$ cat src/rtl/scl_sync_pkg.sv
package scl_sync_pkg;

    typedef enum logic [1:0] {
        PH_IDLE    = 2'd0,
        PH_LOW     = 2'd1,
        PH_WAIT_HI = 2'd2,
        PH_HIGH    = 2'd3
    } phase_e;

endpackage

$ cat src/rtl/scl_line_sync.sv
module scl_line_sync #(
    parameter int STAGES = 2
) (
    input  logic clk_i,
    input  logic rst_ni,
    input  logic scl_i,
    output logic level_o,
    output logic fall_o
);
    logic [STAGES-1:0] chain_q;
    logic              prev_q;

    generate
        if (STAGES == 1) begin : g_one
            always_ff @(posedge clk_i or negedge rst_ni) begin
                if (!rst_ni) chain_q <= '1;
                else         chain_q <= scl_i;
            end
        end else begin : g_many
            always_ff @(posedge clk_i or negedge rst_ni) begin
                if (!rst_ni) chain_q <= '1;
                else         chain_q <= {chain_q[STAGES-2:0], scl_i};
            end
        end
    endgenerate

    always_ff @(posedge clk_i or negedge rst_ni) begin
        if (!rst_ni) prev_q <= 1'b1;
        else         prev_q <= chain_q[STAGES-1];
    end

    assign level_o = chain_q[STAGES-1];
    assign fall_o  = prev_q & ~chain_q[STAGES-1];
endmodule

$ cat src/rtl/scl_phase_ctrl.sv
module scl_phase_ctrl
    import scl_sync_pkg::*;
#(
    parameter int CNT_W = 8
) (
    input  logic             clk_i,
    input  logic             rst_ni,
    input  logic             run_i,
    input  logic             sync_en_i,
    input  logic [CNT_W-1:0] hi_cnt_i,
    input  logic [CNT_W-1:0] lo_cnt_i,
    input  logic             line_hi_i,
    input  logic             line_fall_i,
    output logic             pull_o,
    output logic             hi_start_o,
    output logic             lo_start_o
);
    localparam logic [CNT_W-1:0] ONE = {{(CNT_W-1){1'b0}}, 1'b1};

    typedef struct packed {
        phase_e           phase;
        logic [CNT_W-1:0] cnt;
        logic             pull;
        logic             hi_start;
        logic             lo_start;
    } ctrl_t;

    ctrl_t            st_d, st_q;
    logic [CNT_W-1:0] hi_lim, lo_lim;
    logic             hi_done, lo_done, cut_high;

    always_comb begin
        hi_lim   = (hi_cnt_i == '0) ? ONE : hi_cnt_i;
        lo_lim   = (lo_cnt_i == '0) ? ONE : lo_cnt_i;
        hi_done  = (st_q.cnt == hi_lim);
        lo_done  = (st_q.cnt == lo_lim);
        cut_high = sync_en_i & line_fall_i;

        st_d          = st_q;
        st_d.hi_start = 1'b0;
        st_d.lo_start = 1'b0;

        if (!run_i) begin
            st_d.phase = PH_IDLE;
            st_d.cnt   = '0;
            st_d.pull  = 1'b0;
        end else begin
            unique case (st_q.phase)
                PH_IDLE: begin
                    st_d.phase    = PH_LOW;
                    st_d.cnt      = '0;
                    st_d.pull     = 1'b1;
                    st_d.lo_start = 1'b1;
                end
                PH_LOW: begin
                    if (lo_done) begin
                        st_d.phase = PH_WAIT_HI;
                        st_d.cnt   = '0;
                        st_d.pull  = 1'b0;
                    end else begin
                        st_d.cnt = st_q.cnt + ONE;
                    end
                end
                PH_WAIT_HI: begin
                    if (line_hi_i) begin
                        st_d.phase    = PH_HIGH;
                        st_d.cnt      = '0;
                        st_d.hi_start = 1'b1;
                    end
                end
                PH_HIGH: begin
                    if (hi_done || cut_high) begin
                        st_d.phase    = PH_LOW;
                        st_d.cnt      = '0;
                        st_d.pull     = 1'b1;
                        st_d.lo_start = 1'b1;
                    end else begin
                        st_d.cnt = st_q.cnt + ONE;
                    end
                end
                default: begin
                    st_d.phase = PH_IDLE;
                    st_d.cnt   = '0;
                    st_d.pull  = 1'b0;
                end
            endcase
        end
    end

    always_ff @(posedge clk_i or negedge rst_ni) begin
        if (!rst_ni) begin
            st_q <= '{phase: PH_IDLE, cnt: '0, pull: 1'b0, hi_start: 1'b0, lo_start: 1'b0};
        end else begin
            st_q <= st_d;
        end
    end

    assign pull_o     = st_q.pull;
    assign hi_start_o = st_q.hi_start;
    assign lo_start_o = st_q.lo_start;
endmodule

$ cat src/rtl/scl_clock_sync.sv
module scl_clock_sync #(
    parameter int CNT_W       = 8,
    parameter int SYNC_STAGES = 2
) (
    input  logic             clk_i,
    input  logic             rst_ni,
    input  logic             run_i,
    input  logic             sync_en_i,
    input  logic [CNT_W-1:0] hi_cnt_i,
    input  logic [CNT_W-1:0] lo_cnt_i,
    input  logic             scl_i,
    output logic             scl_pull_o,
    output logic             hi_start_o,
    output logic             lo_start_o
);
    logic line_hi, line_fall;

    scl_line_sync #(.STAGES(SYNC_STAGES)) u_line (
        .clk_i   (clk_i),
        .rst_ni  (rst_ni),
        .scl_i   (scl_i),
        .level_o (line_hi),
        .fall_o  (line_fall)
    );

    scl_phase_ctrl #(.CNT_W(CNT_W)) u_ctrl (
        .clk_i       (clk_i),
        .rst_ni      (rst_ni),
        .run_i       (run_i),
        .sync_en_i   (sync_en_i),
        .hi_cnt_i    (hi_cnt_i),
        .lo_cnt_i    (lo_cnt_i),
        .line_hi_i   (line_hi),
        .line_fall_i (line_fall),
        .pull_o      (scl_pull_o),
        .hi_start_o  (hi_start_o),
        .lo_start_o  (lo_start_o)
    );
endmodule

$ cat config.mk
export PLATFORM = sky130hd
export DESIGN_NAME = scl_clock_sync
export DESIGN_NICKNAME = d
export VERILOG_FILES = /design/src/rtl/scl_sync_pkg.sv /design/src/rtl/scl_line_sync.sv /design/src/rtl/scl_phase_ctrl.sv /design/src/rtl/scl_clock_sync.sv
export SDC_FILE = /design/constraint.sdc
export NUM_CORES = 1
export LEC_CHECK = 0
export CAP_MARGIN = 25
export CORE_UTILIZATION = 50
export DETAILED_ROUTE_END_ITERATION = 6
export PLACE_DENSITY_LB_ADDON = 0.05
export SETUP_SLACK_MARGIN = 0.5
export SLEW_MARGIN = 20
export SYNTH_ARGS = -nofsm -noshare
export SYNTH_HDL_FRONTEND = slang
export SYNTH_SLANG_ARGS = --single-unit
export TNS_END_PERCENT = 100
$ cat constraint.sdc
create_clock -name clk_i -period 5.6 [get_ports clk_i]
set_input_delay 1.12 -clock clk_i [delete_from_list [all_inputs] [get_ports clk_i]]
set_output_delay 1.12 -clock clk_i [all_outputs]
set_load 0.01 [all_outputs]
Yosys cells after proc, flatten, opt, wreduce, memory -nomap -nowiden
Index checks and enable logic that the tools add are counted.
Storage, ports and cells
  logic and storage cells: 43
  input port bits: 21
  flip-flop bits (word level): 16
Operators by class
  add/sub/neg operators: 1
  multiplexer cells: 17
  reductions and logical operators: 6
  bitwise operators: 3
  equality and inequality tests: 9
Operator list (count)
  $pmux 10 s4: 1
  $mux 8: 4
  $eq 8x8->1: 2
  $logic_not 8->1: 2
  $mux 11: 1
  $mux 10: 1
  $add 8x1->8 const B: 1
  $mux 2: 3
  $ne 3x2->1 const B: 2
  $reduce_and 3->1: 2
  $mux 1: 5
  $eq 2x2->1 const B: 2
  $ne 4x1->1 const B: 1
  $ne 3x3->1 const B: 1
  $pmux 1 s3: 1
  $and 1x1->1: 2
  $eq 2x1->1 const B: 1
  $logic_not 2->1: 1
  $pmux 1 s2: 1
  $logic_or 1x1->1: 1
  $not 1->1: 1

Logic depth before layout (Yosys ltp)
Gate-level depths: netlist of run 1.
  depth after elaboration: 7
  mapped depth: 9
  depth with buffers taken out: 8

By module
From an unflattened synthesis of run 1, not the netlist that was laid out.
Second synthesis, totals
  cells, all modules: 112
  area total of the unflattened synthesis: 1106.1 um2
Modules (own cells, without submodules)
  scl_phase_ctrl: cells an instance 108, instances 1, area an instance 1013.5 um2
  scl_line_sync: cells an instance 4, instances 1, area an instance 92.6 um2

Worst setup path before layout of run 1
OpenSTA, ideal clock, no wires.
  kind: input to register
  start point: input port lo_cnt_i[5]
  end point: register u_ctrl.st_q[6] (netlist name)
  data required time: 5.460 ns
  stages: 7
  path slack: 2.966 ns
  arrival time: 2.494 ns
  cell sequence: xor2_1 a2111o_1 o41ai_2 o22ai_1 buf_4 a21oi_1 a31oi_1
Between the ends
  cells in the longest elaborated chain, start to end: 6
Ends and longest elaborated chain
  start, declared: line scl_clock_sync.sv:10  | input logic [CNT_W-1:0] lo_cnt_i,
  $logic_not 8->1: line scl_phase_ctrl.sv:34  | lo_lim = (lo_cnt_i == '0) ? ONE : lo_cnt_i;
  $mux 8 *: line scl_phase_ctrl.sv:34
  $eq 8x8->1 *: line scl_phase_ctrl.sv:36  | lo_done = (st_q.cnt == lo_lim);
  $mux 8 *: line scl_phase_ctrl.sv:56  | if (lo_done) begin
  $pmux 10 s4 *: line scl_phase_ctrl.sv:48  | unique case (st_q.phase)
  $mux 11 *: line scl_phase_ctrl.sv:43  | if (!run_i) begin
  end signal, assigned: line scl_phase_ctrl.sv:92  | st_q <= '{phase: PH_IDLE, cnt: '0, pull: 1'b0, hi_start: 1'b0, lo_start: 1'b0};
  end signal, assigned: line scl_phase_ctrl.sv:94  | st_q <= st_d;
  end, declared: line scl_phase_ctrl.sv:28  | ctrl_t st_d, st_q;
Mark *: on every way between the ends. The rest lies on a longest branch, timed or not.
A chain may end at the register's enable or synchronous reset.

Final worst setup path of run 1
  start point: input port run_i
  end point: register u_ctrl.st_q[9] (netlist name)
Between the ends
  cells in the longest elaborated chain, start to end: 1
Ends and longest elaborated chain
  start, declared: line scl_clock_sync.sv:7  | input logic run_i,
  $ne 3x3->1 (no line) / $mux 11 (equally long branches)
Several ways; a longest one is shown, not always the timed one.

==> implementation parameters, run 1 <==
Parameter                              Value

Floorplan
  Number of top-level pins    24
  Chip width    47.8 um
  Starting utilization of the core area    53.5%
  Row cnt    16
  Total core area    1960 sq um
  Die footprint    2290 sq um
  Die extent in y    47.8 um

Detailed routing
  Routed Antenna Nets    0
  Number of DRC markers after the initial detailed-route iteration    20
  Pre-Repair DR Iteration Count    4
  Metal2 WL    991 um
  Via count    896
  Total Routed Length    2240 um
  Wirelength per Cell    14.3 um
  Routed metal-1 wirelength    1090 um
  Number of DRC violations after detailed routing    0
  Mean number of vias per cell    5.74
  Met3 WL post-DR    125 um
  Topmost layer with routed signal wires    met4

Timing
  RSZ-0062 raised after global routing    false
  Final hold violation count    0
  Setup_tns    0 ns
  Fin crit share    60.8%
  Worst-case clock skew    0.00421 ns
  Maximum operating frequency    0.294 GHz
  Pins over their slew limit    0
  Worst slew margin relative to its limit    40.0%
  Slew at the pin closest to its max-slew limit    0.901 ns
  Setup violations, final    0
  Clock period minus final worst setup slack    3.40 ns

Synth
  Top cells by area, synth    sky130_fd_sc_hd__dfrtp_1 31%, sky130_fd_sc_hd__dfstp_2 7.5%, sky130_fd_sc_hd__xnor2_1 7.5%
  Number of enable flip-flop cells after synthesis    0
  Number of nets in the synthesized netlist    135
  Synthesis warning total    0
  Number of library cell types mapped by synthesis    34
  Synthesized instance count    109
  Share of the synthesized area in the top cell type    31.0%
  Commonest cells post-synth    13 x sky130_fd_sc_hd__dfrtp_1, 10 x sky130_fd_sc_hd__nand3_1, 9 x sky130_fd_sc_hd__xnor2_1, 6 x sky130_fd_sc_hd__nand2_1, 6 x sky130_fd_sc_hd__xor2_1
  Sequential-to-total area share from yosys stat    38.5%
  Most frequently used flop master after synthesis    sky130_fd_sc_hd__dfrtp_1
  Proportion of synthesized flip-flops having asynchronous set or reset    100%
  Per-instance average area after synthesis    9.63 sq um
  Total of flip-flops plus latches after synthesis    16
  Most frequent cell after synthesis    sky130_fd_sc_hd__dfrtp_1
  Cell type with the largest total area after synthesis    sky130_fd_sc_hd__dfrtp_1
  Cell area after synthesis    1050 sq um

Setup path
  Largest fanout on the critical path    13
  CP Data Required Time    5.81 ns
  Critical path endpoint category    register
  Sort of element at the start of the critical path    primary input
  Register-to-register setup slack    2.92 ns
  Critical path start-end classification    primary input to register
  Arrival time at the worst endpoint    3.62 ns

Final layout
  Diodes inserted    0
  Number of nets in the layout    156
  Fraction of final layout cells sized beyond drive strength 1    7.75%
  Area growth from synthesis to layout    24.8%
  Final design utilization    66.8%

Clock tree
  Cell at the root of the clock tree    sky130_fd_sc_hd__clkbuf_4
  Later-pin clock latency in the skew report    0.29 ns
  Buffers from clock root to sink, at most    2
  Number of buffers added to fix hold violations after cts    0
  Clock sink count    16
  Clock edge transition at the registers on the reported setup and hold paths    0.09 ns
  H-tree Lvls    1
  Setup Buffers After CTS    0
  Number of CTS-inserted buffers    3
  Quantity of gates resized following cts    0
  CTS tree    done

GRT
  Number of global-route vias before repair    753
  Remaining global-route overflow    0
  Pin count of the biggest net entering global routing    17
  Number of antenna violations at the first check in global routing    0
  Global-route total usage across every layer    21.0%
  First-pass GRT wire length    3260 um

Placement
  Final GP Congestion    0.841
  DPL Wire Length    1720 um
  Number of buffer cells added on primary ports    23

Flow run
  MaxCap Viol Count    0

Power
  Maximum vdd drop    0.218 mV
  P per Cell Area    271 nW/um^2
  Standby leakage power    0.524 nW

Hold path
  Hold Crit Class    register to register

Status
  Status    complete, no violations
report_power, final:
part	internal [W]	total, W	leakage (nW)	switching (W)
Clock	0.0000396	0.0000755	0.0210	0.0000359
Combinational	0.0000636	0.000133	0.294	0.0000691
Sequential	0.000133	0.000147	0.209	0.0000146
Total	0.000236	0.000356	0.524	0.000120
layer usage:
metal	GRT usage [%]	vias up
li1	-	444
met1	29.1	423
met2	31.6	24
met3	4.15	5
met4	9.44	0
met5	0	-
final cells by class:
cell class / instances / area [sq um]
sequential: 16 / 404
tap: 27 / 33.8
multi-input combinational: 82 / 591
fill: 184 / 652
inverter: 4 / 15.0
clock buffer: 4 / 36.3
timing repair buffer: 23 / 230
worst paths after layout:
kind,startpoint,end,depth (start not counted)
worst min-delay path,u_line.chain_q[0],u_line.chain_q[1],0
worst max register to register,u_ctrl.st_q[11],u_ctrl.st_q[9],8
worst max-delay path,run_i,u_ctrl.st_q[9],7
worst min register to register,u_line.chain_q[0],u_line.chain_q[1],0
min in group asynchronous,rst_ni,u_ctrl.st_q[9],1
max in group asynchronous,rst_ni,u_ctrl.st_q[5],1
registers in the layout, indices dropped and copies added (netlist names):
register and flops:
u_line.prev_q 1, u_ctrl.st_q 10, u_line.chain_q 2, u_ctrl.lo_start_o 1, u_ctrl.pull_o 1, u_ctrl.hi_start_o 1
cell usage in the layout, fill, tap and decap left out, types with 2 or more instances in the layout:
cell type	count
sky130_fd_sc_hd__dfrtp_1	13
sky130_fd_sc_hd__clkbuf_4	3
sky130_fd_sc_hd__nor2_1	4
sky130_fd_sc_hd__inv_1	4
sky130_fd_sc_hd__a31oi_1	5
sky130_fd_sc_hd__nand4_1	2
sky130_fd_sc_hd__nor3_1	2
sky130_fd_sc_hd__dfstp_2	3
sky130_fd_sc_hd__a2111o_1	2
sky130_fd_sc_hd__nand3_1	10
sky130_fd_sc_hd__nor4_1	2
sky130_fd_sc_hd__a21oi_1	5
sky130_fd_sc_hd__xnor2_1	9
sky130_fd_sc_hd__xor2_1	6
sky130_fd_sc_hd__and3_1	5
sky130_fd_sc_hd__ha_1	5
sky130_fd_sc_hd__o221ai_1	2
sky130_fd_sc_hd__a22o_1	2
sky130_fd_sc_hd__nand3b_1	3
sky130_fd_sc_hd__clkdlybuf4s50_1	23
sky130_fd_sc_hd__nand2_1	6
sky130_fd_sc_hd__a211oi_1	2
stage by stage:
step / power (W) / cell area (sq um) / worst slack [ns] / hold slack [ns] / instances
6_report: 0.000356 / 1310 / 2.20 / 0.358 / 156
5_1_grt: 0.000379 / 1310 / 1.94 / 0.364 / 156
4_1_cts: 0.000358 / 1310 / 2.24 / 0.360 / 156
3_5_place_dp: 0.000282 / 1270 / 1.94 / 0.347 / 152
3_3_place_gp: 0.000278 / 1270 / 2.03 / 0.346 / 152
2_1_floorplan: 0.000229 / 1050 / 2.97 / 0.345 / 109
logic make-up after synthesis:
kind of cell | synth area share, %
simple gates | 21.0
compound gates | 16.8
flops | 38.5
xor+xnor | 12.5
buf+inv | 5.24
fa+ha+maj | 5.96
worst max-delay path, cell delays in order:
cell	delay [ns]
sky130_fd_sc_hd__clkdlybuf4s50_1	0.56
sky130_fd_sc_hd__nand3b_1	0.39
sky130_fd_sc_hd__nand3b_1	0.15
sky130_fd_sc_hd__or2_2	0.29
sky130_fd_sc_hd__o22ai_1	0.70
sky130_fd_sc_hd__a41oi_1	0.21
sky130_fd_sc_hd__a31oi_1	0.18
(Power assumes the default switching activity.)
==> run 2, diff against run 1 <==
--- a/config.mk
+++ b/config.mk
@@ -6,7 +6,7 @@
 export NUM_CORES = 1
 export LEC_CHECK = 0
 export CAP_MARGIN = 25
-export CORE_UTILIZATION = 50
+export CORE_UTILIZATION = 44
 export DETAILED_ROUTE_END_ITERATION = 6
 export PLACE_DENSITY_LB_ADDON = 0.05
 export SETUP_SLACK_MARGIN = 0.5
==> constraint.sdc (replaced) <==
create_clock -name clk_i -period 2.8 [get_ports clk_i]
set_input_delay 0.56 -clock clk_i [delete_from_list [all_inputs] [get_ports clk_i]]
set_output_delay 0.56 -clock clk_i [all_outputs]
set_load 0.01 [all_outputs]
==> implementation parameters, run 2 (synthesized netlist as in run 1, its figures left out) <==
Parameter                              Value

Status
  Status    complete, no violations

Timing
  Setup violations, final    0
  Clock period minus final worst setup slack    2.20 ns
  Final hold violation count    0
  Worst slew margin relative to its limit    51.9%
  Slew at the pin closest to its max-slew limit    0.720 ns
  Fin Hold WS    0.363 ns
  Worst-case clock skew    0.00438 ns
  Fin crit share    78.5%
  Maximum operating frequency    0.455 GHz
  Setup_tns    0 ns
  Pins over their slew limit    0
  RSZ-0062 raised after global routing    false

Placement
  Final GP Congestion    0.806
  Number of buffer cells added on primary ports    23
  Cell total after placement    156
  Area after DPL    1300 sq um
  DPL Wire Length    1690 um

Floorplan
  Starting utilization of the core area    47.0%
  Total core area    2230 sq um
  Die extent in y    50.8 um
  Chip width    50.8 um
  Row cnt    17
  Die footprint    2590 sq um
  Number of top-level pins    24

Power
  Sequential cell fraction of total power    39.9%
  Standby leakage power    0.599 nW
  Switching Power    0.000255 W
  Clock power share    20.5%
  Internal Dissipation    0.000488 W
  Switching power as a share of total power    34.3%
  Maximum vdd drop    0.409 mV
  Share of power burned in combinational logic    39.6%
  P per Cell Area    523 nW/um^2
  PnR Total Power    0.000743 W

Setup path
  Setup crit end    u_ctrl.pull_o
  Reg-to-Reg End    u_ctrl.st_q[10]
  Sort of element at the start of the critical path    primary input
  CP Data Required Time    2.98 ns
  Critical path launch point    hi_cnt_i[2]
  Reg2Reg Depth    6
  Register-to-register setup slack    0.65 ns
  Arrival time at the worst endpoint    2.38 ns
  R2r startpoint    u_ctrl.st_q[7]
  Largest fanout on the critical path    6
  Critical path endpoint category    register
  Critical path start-end classification    primary input to register

Clock tree
  Clock edge transition at the registers on the reported setup and hold paths    0.09 ns
  Number of CTS-inserted buffers    3
  H-tree Lvls    1
  Buffers from clock root to sink, at most    2
  Clock sink count    16
  Later-pin clock latency in the skew report    0.29 ns
  Cell at the root of the clock tree    sky130_fd_sc_hd__clkbuf_4
  CTS tree    done
  Number of buffers added to fix hold violations after cts    0
  Setup Buffers After CTS    0

Hold path
  Hold Crit Class    register to register

Final layout
  Final cell count without fillers    161
  Post-route cell area    1420 sq um
  Most frequent cells in the layout    19 x sky130_fd_sc_hd__clkdlybuf4s50_1, 13 x sky130_fd_sc_hd__dfrtp_1, 10 x sky130_fd_sc_hd__nand3_1, 9 x sky130_fd_sc_hd__xnor2_1
  Top reg by flops    u_ctrl.st_q
  Fraction of final layout cells sized beyond drive strength 1    16.5%
  Number of nets in the layout    160
  Number of flip-flops in the largest register    10
  Leading cell type in the layout, fill and taps excluded    sky130_fd_sc_hd__clkdlybuf4s50_1
  Area growth from synthesis to layout    35.3%
  Diodes inserted    0
  Largest registers    u_ctrl.st_q x10, u_line.chain_q x2

Detailed routing
  Routed Antenna Nets    0
  Number of DRC violations after detailed routing    0
  Pre-Repair DR Iteration Count    4
  Number of DRC markers after the initial detailed-route iteration    8
  Via count    923
  Total Routed Length    2320 um
  Mean number of vias per cell    5.73
  Wirelength per Cell    14.4 um

GRT
  Global-route total usage across every layer    20.4%
  Remaining global-route overflow    0
  Number of global-route vias before repair    867
  Number of antenna violations at the first check in global routing    0
  First-pass GRT wire length    3870 um
  Pin count of the biggest net entering global routing    17

Flow run
  MaxCap Viol Count    0
run 2: cell type report:
cell class	instances	area (sq um)
clock buffer	4	36.3
inverter	4	15.0
fill	193	813
sequential	16	404
multi-input combinational	82	658
tap	28	35.0
timing repair buffer	27	272
run 2: metrics by stage:
stage	util, %	setup slack [ns]
5_1_grt	63.6	0.509
3_5_place_dp	58.1	0.157
4_1_cts	60.3	0.515
3_3_place_gp	58.1	0.176
2_1_floorplan	-	0.726
6_report	63.6	0.602
run 2: metal layers:
layer	vias to the layer above	track usage [%]	routed length [um]
met3	4	4.17	106
met5	-	0	0
li1	450	-	-
met2	23	30.0	1010
met4	0	8.33	32
met1	446	29.1	1170
run 2: worst min-delay path by stage:
stage / start / slack, ns / endpoint / cells after the start
6_report: u_line.chain_q[0] / 0.36 / u_line.chain_q[1] / 0
5_1_grt: u_line.chain_q[0] / 0.37 / u_line.chain_q[1] / 0
4_1_cts: u_line.chain_q[0] / 0.36 / u_line.chain_q[1] / 0
3_5_place_dp: u_line.chain_q[0] / 0.35 / u_line.chain_q[1] / 0
3_3_place_gp: u_line.chain_q[0] / 0.35 / u_line.chain_q[1] / 0
2_1_floorplan: rst_ni / 0.26 / u_ctrl.hi_start_o / 0
run 2: timing repair:
action | CTS | global route
gates cloned | 0 | 1
endpoints found under the setup margin | 7 | 12
endpoints found under the hold margin | 0 | 0
pin swaps | 2 | 4
resized for setup | 2 | 14
run 2: power groups by stage:
| stage | sequential (W) | combinational (W) | clock [W] |
|---|---|---|---|
| detailed placement | 0.000301 | 0.000261 | 0 |
| global route | 0.000301 | 0.000324 | 0.000165 |
| floorplan | 0.000299 | 0.000160 | 0 |
| finish | 0.000296 | 0.000294 | 0.000152 |
| CTS | 0.000296 | 0.000269 | 0.000157 |
| global placement | 0.000299 | 0.000259 | 0 |
run 2: worst max-delay path, cell delays in order:
cell and delay (ns):
sky130_fd_sc_hd__clkdlybuf4s50_1 0.45, sky130_fd_sc_hd__xor2_1 0.17, sky130_fd_sc_hd__a2111o_1 0.40, sky130_fd_sc_hd__nor4b_4 0.28, sky130_fd_sc_hd__buf_4 0.17, sky130_fd_sc_hd__o21ai_2 0.09, sky130_fd_sc_hd__o221a_1 0.26
